[config.mk]
export PLATFORM = sky130hd
export DESIGN_NAME = hyst_fifo
export DESIGN_NICKNAME = d
export VERILOG_FILES = /design/src/rtl/hf_pkg.sv /design/src/rtl/hf_storage.sv /design/src/rtl/hf_occupancy.sv /design/src/rtl/hf_hyst_flag.sv /design/src/rtl/hf_sticky.sv /design/src/rtl/hyst_fifo.sv
export SDC_FILE = /design/constraint.sdc
export NUM_CORES = 1
export LEC_CHECK = 0
export ABC_AREA = 1
export BUFFER_PORTS_ARGS = -buffer_cell sky130_fd_sc_hd__buf_2
export CAP_MARGIN = 20
export CORE_ASPECT_RATIO = 0.5
export CORE_MARGIN = 3
export CORE_UTILIZATION = 45
export CTS_CLUSTER_SIZE = 25
export DETAILED_ROUTE_END_ITERATION = 10
export PLACE_DENSITY = 0.63
export SYNTH_ARGS = -nofsm -noshare
export SYNTH_HDL_FRONTEND = slang
export SYNTH_SLANG_ARGS = --single-unit
[constraint.sdc]
create_clock -name clk -period 5 [get_ports clk]
set_clock_uncertainty 0.15 [all_clocks]
set_input_delay 0.25 -clock clk [delete_from_list [all_inputs] [get_ports clk]]
set_output_delay 0.25 -clock clk [all_outputs]
set_load 0.005 [all_outputs]
[src/rtl/hf_pkg.sv]
package hf_pkg;
  // Status word layout: bit 0 empty, bit 1 full, bit 2 almost-full,
  // bit 3 overflow (sticky), bit 4 underflow (sticky).
  typedef struct packed {
    logic underflow;
    logic overflow;
    logic almost_full;
    logic full;
    logic empty;
  } fifo_status_t;

  localparam int unsigned ERR_OVF = 0;
  localparam int unsigned ERR_UDF = 1;
  localparam int unsigned N_ERR   = 2;
endpackage

[src/rtl/hf_storage.sv]
module hf_storage #(
  parameter int unsigned DATA_W = 16,
  parameter int unsigned DEPTH  = 16
) (
  input  logic              clk,
  input  logic              rst_n,
  input  logic              push,
  input  logic              pop,
  input  logic [DATA_W-1:0] wr_data,
  output logic [DATA_W-1:0] rd_data
);
  localparam int unsigned AW = (DEPTH > 1) ? $clog2(DEPTH) : 1;
  localparam logic [AW-1:0] LAST = AW'(DEPTH - 1);

  logic [DATA_W-1:0] mem [DEPTH];
  logic [AW-1:0]     wr_ptr, rd_ptr;

  always_ff @(posedge clk) begin
    if (push) mem[wr_ptr] <= wr_data;
  end

  always_ff @(posedge clk or negedge rst_n) begin
    if (!rst_n) begin
      wr_ptr <= '0;
      rd_ptr <= '0;
    end else begin
      if (push) wr_ptr <= (wr_ptr == LAST) ? '0 : wr_ptr + AW'(1);
      if (pop)  rd_ptr <= (rd_ptr == LAST) ? '0 : rd_ptr + AW'(1);
    end
  end

  assign rd_data = mem[rd_ptr];
endmodule

[src/rtl/hf_occupancy.sv]
module hf_occupancy #(
  parameter int unsigned DEPTH = 16,
  parameter int unsigned CNT_W = 5
) (
  input  logic             clk,
  input  logic             rst_n,
  input  logic             push,
  input  logic             pop,
  output logic [CNT_W-1:0] count,
  output logic             full,
  output logic             empty
);
  localparam logic [CNT_W-1:0] CAP = CNT_W'(DEPTH);

  logic [CNT_W-1:0] count_q;

  always_ff @(posedge clk or negedge rst_n) begin
    if (!rst_n) begin
      count_q <= '0;
    end else begin
      unique case ({push, pop})
        2'b10:   count_q <= count_q + CNT_W'(1);
        2'b01:   count_q <= count_q - CNT_W'(1);
        default: count_q <= count_q;
      endcase
    end
  end

  assign count = count_q;
  assign full  = (count_q == CAP);
  assign empty = (count_q == '0);
endmodule

[src/rtl/hf_hyst_flag.sv]
module hf_hyst_flag #(
  parameter int unsigned CNT_W = 5
) (
  input  logic             clk,
  input  logic             rst_n,
  input  logic [CNT_W-1:0] count,
  input  logic [CNT_W-1:0] on_thr,
  input  logic [CNT_W-1:0] off_thr,
  output logic             flag
);
  logic held_q;
  logic reach_on, reach_off;

  assign reach_on  = (count >= on_thr);
  assign reach_off = (count <= off_thr);

  // The high-water test wins, so inverted marks reduce to it alone.
  always_comb begin
    if (reach_on)       flag = 1'b1;
    else if (reach_off) flag = 1'b0;
    else                flag = held_q;
  end

  always_ff @(posedge clk or negedge rst_n) begin
    if (!rst_n) held_q <= 1'b0;
    else        held_q <= flag;
  end
endmodule

[src/rtl/hf_sticky.sv]
module hf_sticky #(
  parameter int unsigned N = 2
) (
  input  logic         clk,
  input  logic         rst_n,
  input  logic [N-1:0] set,
  output logic [N-1:0] q
);
  for (genvar i = 0; i < N; i++) begin : g_bit
    always_ff @(posedge clk or negedge rst_n) begin
      if (!rst_n)      q[i] <= 1'b0;
      else if (set[i]) q[i] <= 1'b1;
    end
  end
endmodule

[src/rtl/hyst_fifo.sv]
module hyst_fifo
  import hf_pkg::*;
#(
  parameter int unsigned DATA_W = 16,
  parameter int unsigned DEPTH  = 16,
  parameter int unsigned CNT_W  = $clog2(DEPTH + 1)
) (
  input  logic              clk,
  input  logic              rst_n,
  input  logic              wr_valid,
  output logic              wr_ready,
  input  logic [DATA_W-1:0] wr_data,
  output logic              rd_valid,
  input  logic              rd_ready,
  output logic [DATA_W-1:0] rd_data,
  input  logic [CNT_W-1:0]  afull_on_thr,
  input  logic [CNT_W-1:0]  afull_off_thr,
  output logic [CNT_W-1:0]  level,
  output logic              almost_full,
  output logic [4:0]        status
);
  logic             full, empty, push, pop;
  logic [N_ERR-1:0] err_set, err_q;
  fifo_status_t     st;

  assign push = wr_valid && !full;
  assign pop  = rd_ready && !empty;

  assign err_set[ERR_OVF] = wr_valid && full;
  assign err_set[ERR_UDF] = rd_ready && empty;

  hf_storage #(.DATA_W(DATA_W), .DEPTH(DEPTH)) u_store (
    .clk(clk), .rst_n(rst_n), .push(push), .pop(pop),
    .wr_data(wr_data), .rd_data(rd_data)
  );

  hf_occupancy #(.DEPTH(DEPTH), .CNT_W(CNT_W)) u_occ (
    .clk(clk), .rst_n(rst_n), .push(push), .pop(pop),
    .count(level), .full(full), .empty(empty)
  );

  hf_hyst_flag #(.CNT_W(CNT_W)) u_flag (
    .clk(clk), .rst_n(rst_n), .count(level),
    .on_thr(afull_on_thr), .off_thr(afull_off_thr), .flag(almost_full)
  );

  hf_sticky #(.N(N_ERR)) u_err (
    .clk(clk), .rst_n(rst_n), .set(err_set), .q(err_q)
  );

  assign wr_ready = !full;
  assign rd_valid = !empty;

  always_comb begin
    st.empty       = empty;
    st.full        = full;
    st.almost_full = almost_full;
    st.overflow    = err_q[ERR_OVF];
    st.underflow   = err_q[ERR_UDF];
  end
  assign status = st;
endmodule

# == Word-level counts from Yosys, hierarchy flattened ==
# Memory sizes are Yosys's and may differ from the RTL's.
# Index checks and enable logic that the tools add are counted.
# totals
mem_count,1
wordCells,33
inputBits,30
regBits,16
mem_bits_rw,256
out_inout_bits,29
# mem_list
name,words,width,rd,rd_clocked_by_memory_dff,wr,line,rtl
u_store.mem,16,16,1,0,1,hf_storage.sv:15,logic [DATA_W-1:0] mem [DEPTH];
# op_classes
addsub,4
reduce_logical,8
n_lt_le_gt_ge,2
muxes,7
eq_ne,5
# op_table
operator,n
5-bit one-hot mux with 2 select lines,1
"4-bit by 1-bit adder with 4-bit output, second input constant",2
"4-bit equality test, second input constant",2
4-bit 2-to-1 mux,2
"5-bit by 1-bit adder with 5-bit output, second input constant",1
"5-bit equality test, second input constant",1
5-bit greater-or-equal comparator,1
5-bit less-or-equal comparator,1
5-bit logical NOT,1
"5-bit by 1-bit subtractor with 5-bit output, second input constant",1
1-bit logical AND,4
1-bit 2-to-1 mux,4
"2-bit by 1-bit equality test with 1-bit output, second input constant",1
"2-bit equality test, second input constant",1
1-bit logical NOT,2
2-bit nonzero test,1

# == Logic depth before layout (Yosys ltp) ==
# logic_depth
ltp_word,5
depth_mapped,16
ltp_nobuf,16

# == Modules after synthesis ==
# A second synthesis with hierarchy kept.
# unflattened
hier_cells,1224
area_unflattened_um2,12380.6
# modules_own_cells
mod,instances,cells_each,seq_area_each_um2,area_per_inst_um2
hf_storage,1,1099,7887.6,11549.8
hf_occupancy,1,58,125.1,401.6
hf_hyst_flag,1,46,25.0,296.5
hf_sticky,1,8,50.0,72.6
hyst_fifo,1,13,0.0,60.1

# == Least setup slack after synthesis ==
# No wires, ideal clock.
# synth_timing
kind,reg-to-reg
start,reg u_occ.count_q[2] (netlist: u_occ.count[2])
end,"mem u_store.mem[0][0], enable pin"
path_buffers,0
t_arrival_ns,1.768
setup_ns,0.388
synth_period_minus_slack_ns,2.307
required_ns,4.462
stages_incl_launch_ff,7
slack_ns,2.693
path_cell_list,dfrtp_1 -> inv_1 -> nand4_1 -> nand2_1 -> inv_1 -> nand2_1 -> nor2_1
# synth_between
elab_chain_len,5
# synth_lines
element,line,rtl
"start, declared",hf_occupancy.sv:15,logic [CNT_W-1:0] count_q;
"start signal, assigned",hf_occupancy.sv:22,2'b10: count_q <= count_q + CNT_W'(1);
"start signal, assigned",hf_occupancy.sv:23,2'b01: count_q <= count_q - CNT_W'(1);
"start signal, assigned",hf_occupancy.sv:24,default: count_q <= count_q;
5-bit equality test,hf_occupancy.sv:30,assign full = (count_q == CAP);
1-bit logical NOT,n/a,
named net wr_ready,hyst_fifo.sv:11,"output logic wr_ready,"
1-bit logical AND,hyst_fifo.sv:26,assign push = wr_valid && !full;
1-bit 2-to-1 mux,hf_storage.sv:19,if (push) mem[wr_ptr] <= wr_data;
1-bit 2-to-1 mux (implied by the code),hf_storage.sv:19,
"end, declared",hf_storage.sv:15,
# The timed path passes the listed nets, and every way through them passes these cells.

# == Final worst setup path ==
# layout_timing
start,reg u_store.rd_ptr[0]
end,out rd_data[3]
# layout_between
elab_chain_len,1
# layout_lines
element,line,rtl
"start, declared",hf_storage.sv:16,"logic [AW-1:0] wr_ptr, rd_ptr;"
"start signal, assigned",hf_storage.sv:28,if (pop) rd_ptr <= (rd_ptr == LAST) ? '0 : rd_ptr + AW'(1);
memory 16 x 16 bit,n/a,
"end, declared",hyst_fifo.sv:15,"output logic [DATA_W-1:0] rd_data,"
# Every way passes these cells.

==> key figures <==
Worst setup path
  – Worst path slowest cell: dfrtp_4
  – Worst Path Max Fanout: 75
  – Crit path launch type: flip-flop
  – CP cell instances: clkinv_2 -> buf_4 -> o21ai_0 -> o211ai_1 -> nand2_1 -> nand2_1 -> buf_2
  – Worst R2R Path Depth: 6
  – Critical path's largest stage delay: 0.94 ns
  – Crit path kind: flip-flop to output pin
  – Crit end category: output pin
  – CP arrival: 3.20 ns
  – CP required: 4.60 ns
  – CP most frequent cell: nand2_1

Synth
  – Synth Register Bits: 272
  – Synth Cell Area: 11300 um^2
  – Mapped Nets: 1005
  – Largest area contributor in the netlist: edfxtp_1
  – Yosys top cell area share: 68.1%
  – Sequential cell area fraction in the yosys report: 71.6%
  – Netlist cell types: 28
  – Synth area leaders: edfxtp_1 (68%), nand2_1 (7.3%), nor2_1 (3.6%)
  – Syn Inst Count: 956
  – Synth warn: 0
  – Syn Area/Cell: 11.8 um^2
  – Post-synth EDFFs: 256
  – Top_reg_cell synth: edfxtp_1
  – Asr flop ratio synth: 5.88%

Final layout
  – Antenna cells: 0
  – Area delta synth->final: 15.0%
  – Share of post-route cells with drive strength above 1: 13.0%
  – Final nets: 1082
  – Fin area: 13000 um^2

STA
  – Fmax: 278 MHz
  – Relative slew margins: 26.6%
  – # setup viols final: 0
  – Final worst slack: 1.40 ns
  – Worst Max-Slew Pin Slew: 1.10 ns
  – Worst hold slack: 0.0440 ns
  – Final Max Slew Viols: 0
  – Post-layout min period: 3.60 ns
  – RSZ-0062 raised after global routing: no
  – Number of hold violations in the final report: 0
  – Final setup TNS: 0 ns
  – Period utilization: 72.0%

CTS
  – Clock Latency Late Sink: 0.52 ns
  – Num CTS Buffers: 25
  – CTS tree: built
  – Clock Path Buffers: 3
  – H-tree depth: 1
  – Post-cts resize count: 0
  – CTS Sinks: 272
  – CTS clk-pin slew, worst paths: 0.07 ns
  – Root Driver: clkbuf_16

Placed design
  – Post-DP HPWL: 15400 um
  – Post-DP Area: 12000 um^2
  – Pre-CTS setup slack: 1.94 ns
  – Gpl congestion: 0.750
  – IO buf count: 58

Floorplan
  – Site row count: 40
  – Die ar.: 27100 um^2
  – Core area: 24300 um^2
  – Die W: 230 um
  – I/O pin count: 59
  – Initial Utilization: 46.4%
  – Die Height: 118 um

Drt
  – Via density: 5.32
  – Via count: 7380
  – WL/cell: 19.3 um
  – Pre-antenna DRT Iters: 5
  – Number of remaining DRC errors: 0
  – DRT Wirelength: 26800 um
  – Antenna Violating Nets Remaining: 0
  – Initial DRC Count: 735

GRT
  – Largest net degree at the start of global routing: 76
  – Initial antenna violation count: 0
  – Number of global-route vias before repair: 7180
  – Gr usage total: 19.6%
  – Grt ovf: 0
  – First-pass GRT wire length: 41300 um

Power
  – Final Power: 7.24 mW
  – Cell Pwr Density: 558 nW/um^2
  – Worst vdd ir: 0.304 mV
  – Pleak: 4.80 nW

Min path
  – Hold Path Class: primary input to asynchronous set/reset pin

Status
  – Status: complete, no violations

Job
  – MaxCap Viol Count: 0
==> cell families after synthesis <==
| family | Yosys count | share of synthesized area (%) |
|---|---|---|
| flops | 272 | 71.6 |
| fa+ha+maj | 19 | 2.11 |
| xor+xnor | 4 | 0.310 |
| compound gates | 183 | 8.90 |
| simple gates | 383 | 13.4 |
| buf+inv | 95 | 3.61 |
==> area by class of cell <==
| type | instances | area [um^2] |
|---|---|---|
| fill | 2089 | 11300 |
| sequential | 272 | 8090 |
| multi-input combinational | 589 | 2830 |
| timing repair buffer | 99 | 672 |
| clock buffer | 31 | 658 |
| tap | 336 | 420 |
| inverter | 46 | 174 |
| clock inverter | 15 | 129 |
==> cell usage after synthesis, types with 4 or more instances <==
cell,n
a21oi_1,72
nand3_1,46
o21ai_0,74
nand4_1,4
o211ai_1,31
dfrtp_1,16
inv_1,41
ha_1,19
inv_2,4
buf_1,4
edfxtp_1,256
clkbuf_1,16
nand2_1,219
buf_2,23
buf_4,6
nor2_1,109
==> report_power, final <==
| group | leakage [nW] | internal [mW] | switching (mW) | total [mW] |
|---|---|---|---|---|
| Clock | 0.383 | 1.04 | 0.813 | 1.85 |
| Sequential | 2.50 | 2.76 | 0.253 | 3.01 |
| Combinational | 1.92 | 0.786 | 1.58 | 2.37 |
| Total | 4.80 | 4.59 | 2.65 | 7.24 |
==> cell usage in the layout, fill, tap and decap left out, types with 2 or more instances in the layout <==
master         netlist  layout
nor3_1               2       2
nand4_1              4       4
nor2_1             109      93
nand2_1            219     219
clkinv_1             1       8
xor2_1               3       3
ha_1                19      19
clkbuf_1            16       5
inv_1               41      41
a21oi_1             72      72
a21o_1               2       2
o211ai_1            31      31
clkbuf_16            0      25
buf_4                6      18
clkinv_2             0       4
inv_2                4       3
nand3_1             46      46
dfrtp_1             16      15
buf_2               23      58
o21ai_0             74      74
edfxtp_1           256     256
dlygate4sd3_1        0      19
nor2_2               1      17
bufinv_16            0       2
buf_8                0       3
==> sequential cells by signal, indices dropped and copies added, names as in the netlist <==
signal,count
u_store.mem,256
u_store.rd_ptr,4
u_flag.held_q,1
u_store.wr_ptr,4
u_err.q,2
u_occ.count,5
==> metrics by stage <==
step,instances,util [%]
after floorplan,956,-
after global placement,1319,49.1
after detailed placement,1321,49.2
after CTS,1386,53.3
after global routing,1388,53.4
final,1388,53.4
==> worst paths after layout <==
path	to	from	slack [ns]
worst max-delay path	rd_data[3]	u_store.rd_ptr[0]	1.40
worst min-delay path	u_occ.count[0]	rst_n	0.04
worst max register to register	u_store.mem[6][4]	u_occ.count[2]	2.21
worst min register to register	u_err.q[0]	u_err.q[0]	0.32
max in group asynchronous	u_store.rd_ptr[0]	rst_n	4.33
min in group clk	u_flag.held_q	afull_off_thr[4]	0.14
==> metal layers <==
layer | track usage (%) | share of wire, %
met5 | 0 | 0
met4 | 4.86 | 2.2
met3 | 3.26 | 5.9
met2 | 30.9 | 46
met1 | 28.6 | 46
==> critical path: cells and delay by family, from the launching register on <==
kind | cells | cell delay (ns)
AO/OA/AOI/OAI | 2 | 0.36
AND/OR/NAND/NOR | 2 | 0.19
flip-flops | 1 | 0.94
buffers and inverters | 3 | 1.13
==> what timing repair did <==
item / CTS / global route
setup buffers: 0 / 0
hold buffers: 19 / 0
endpoints found under the hold margin: 274 / 0
No activity file was read; power rests on OpenSTA's default activity.
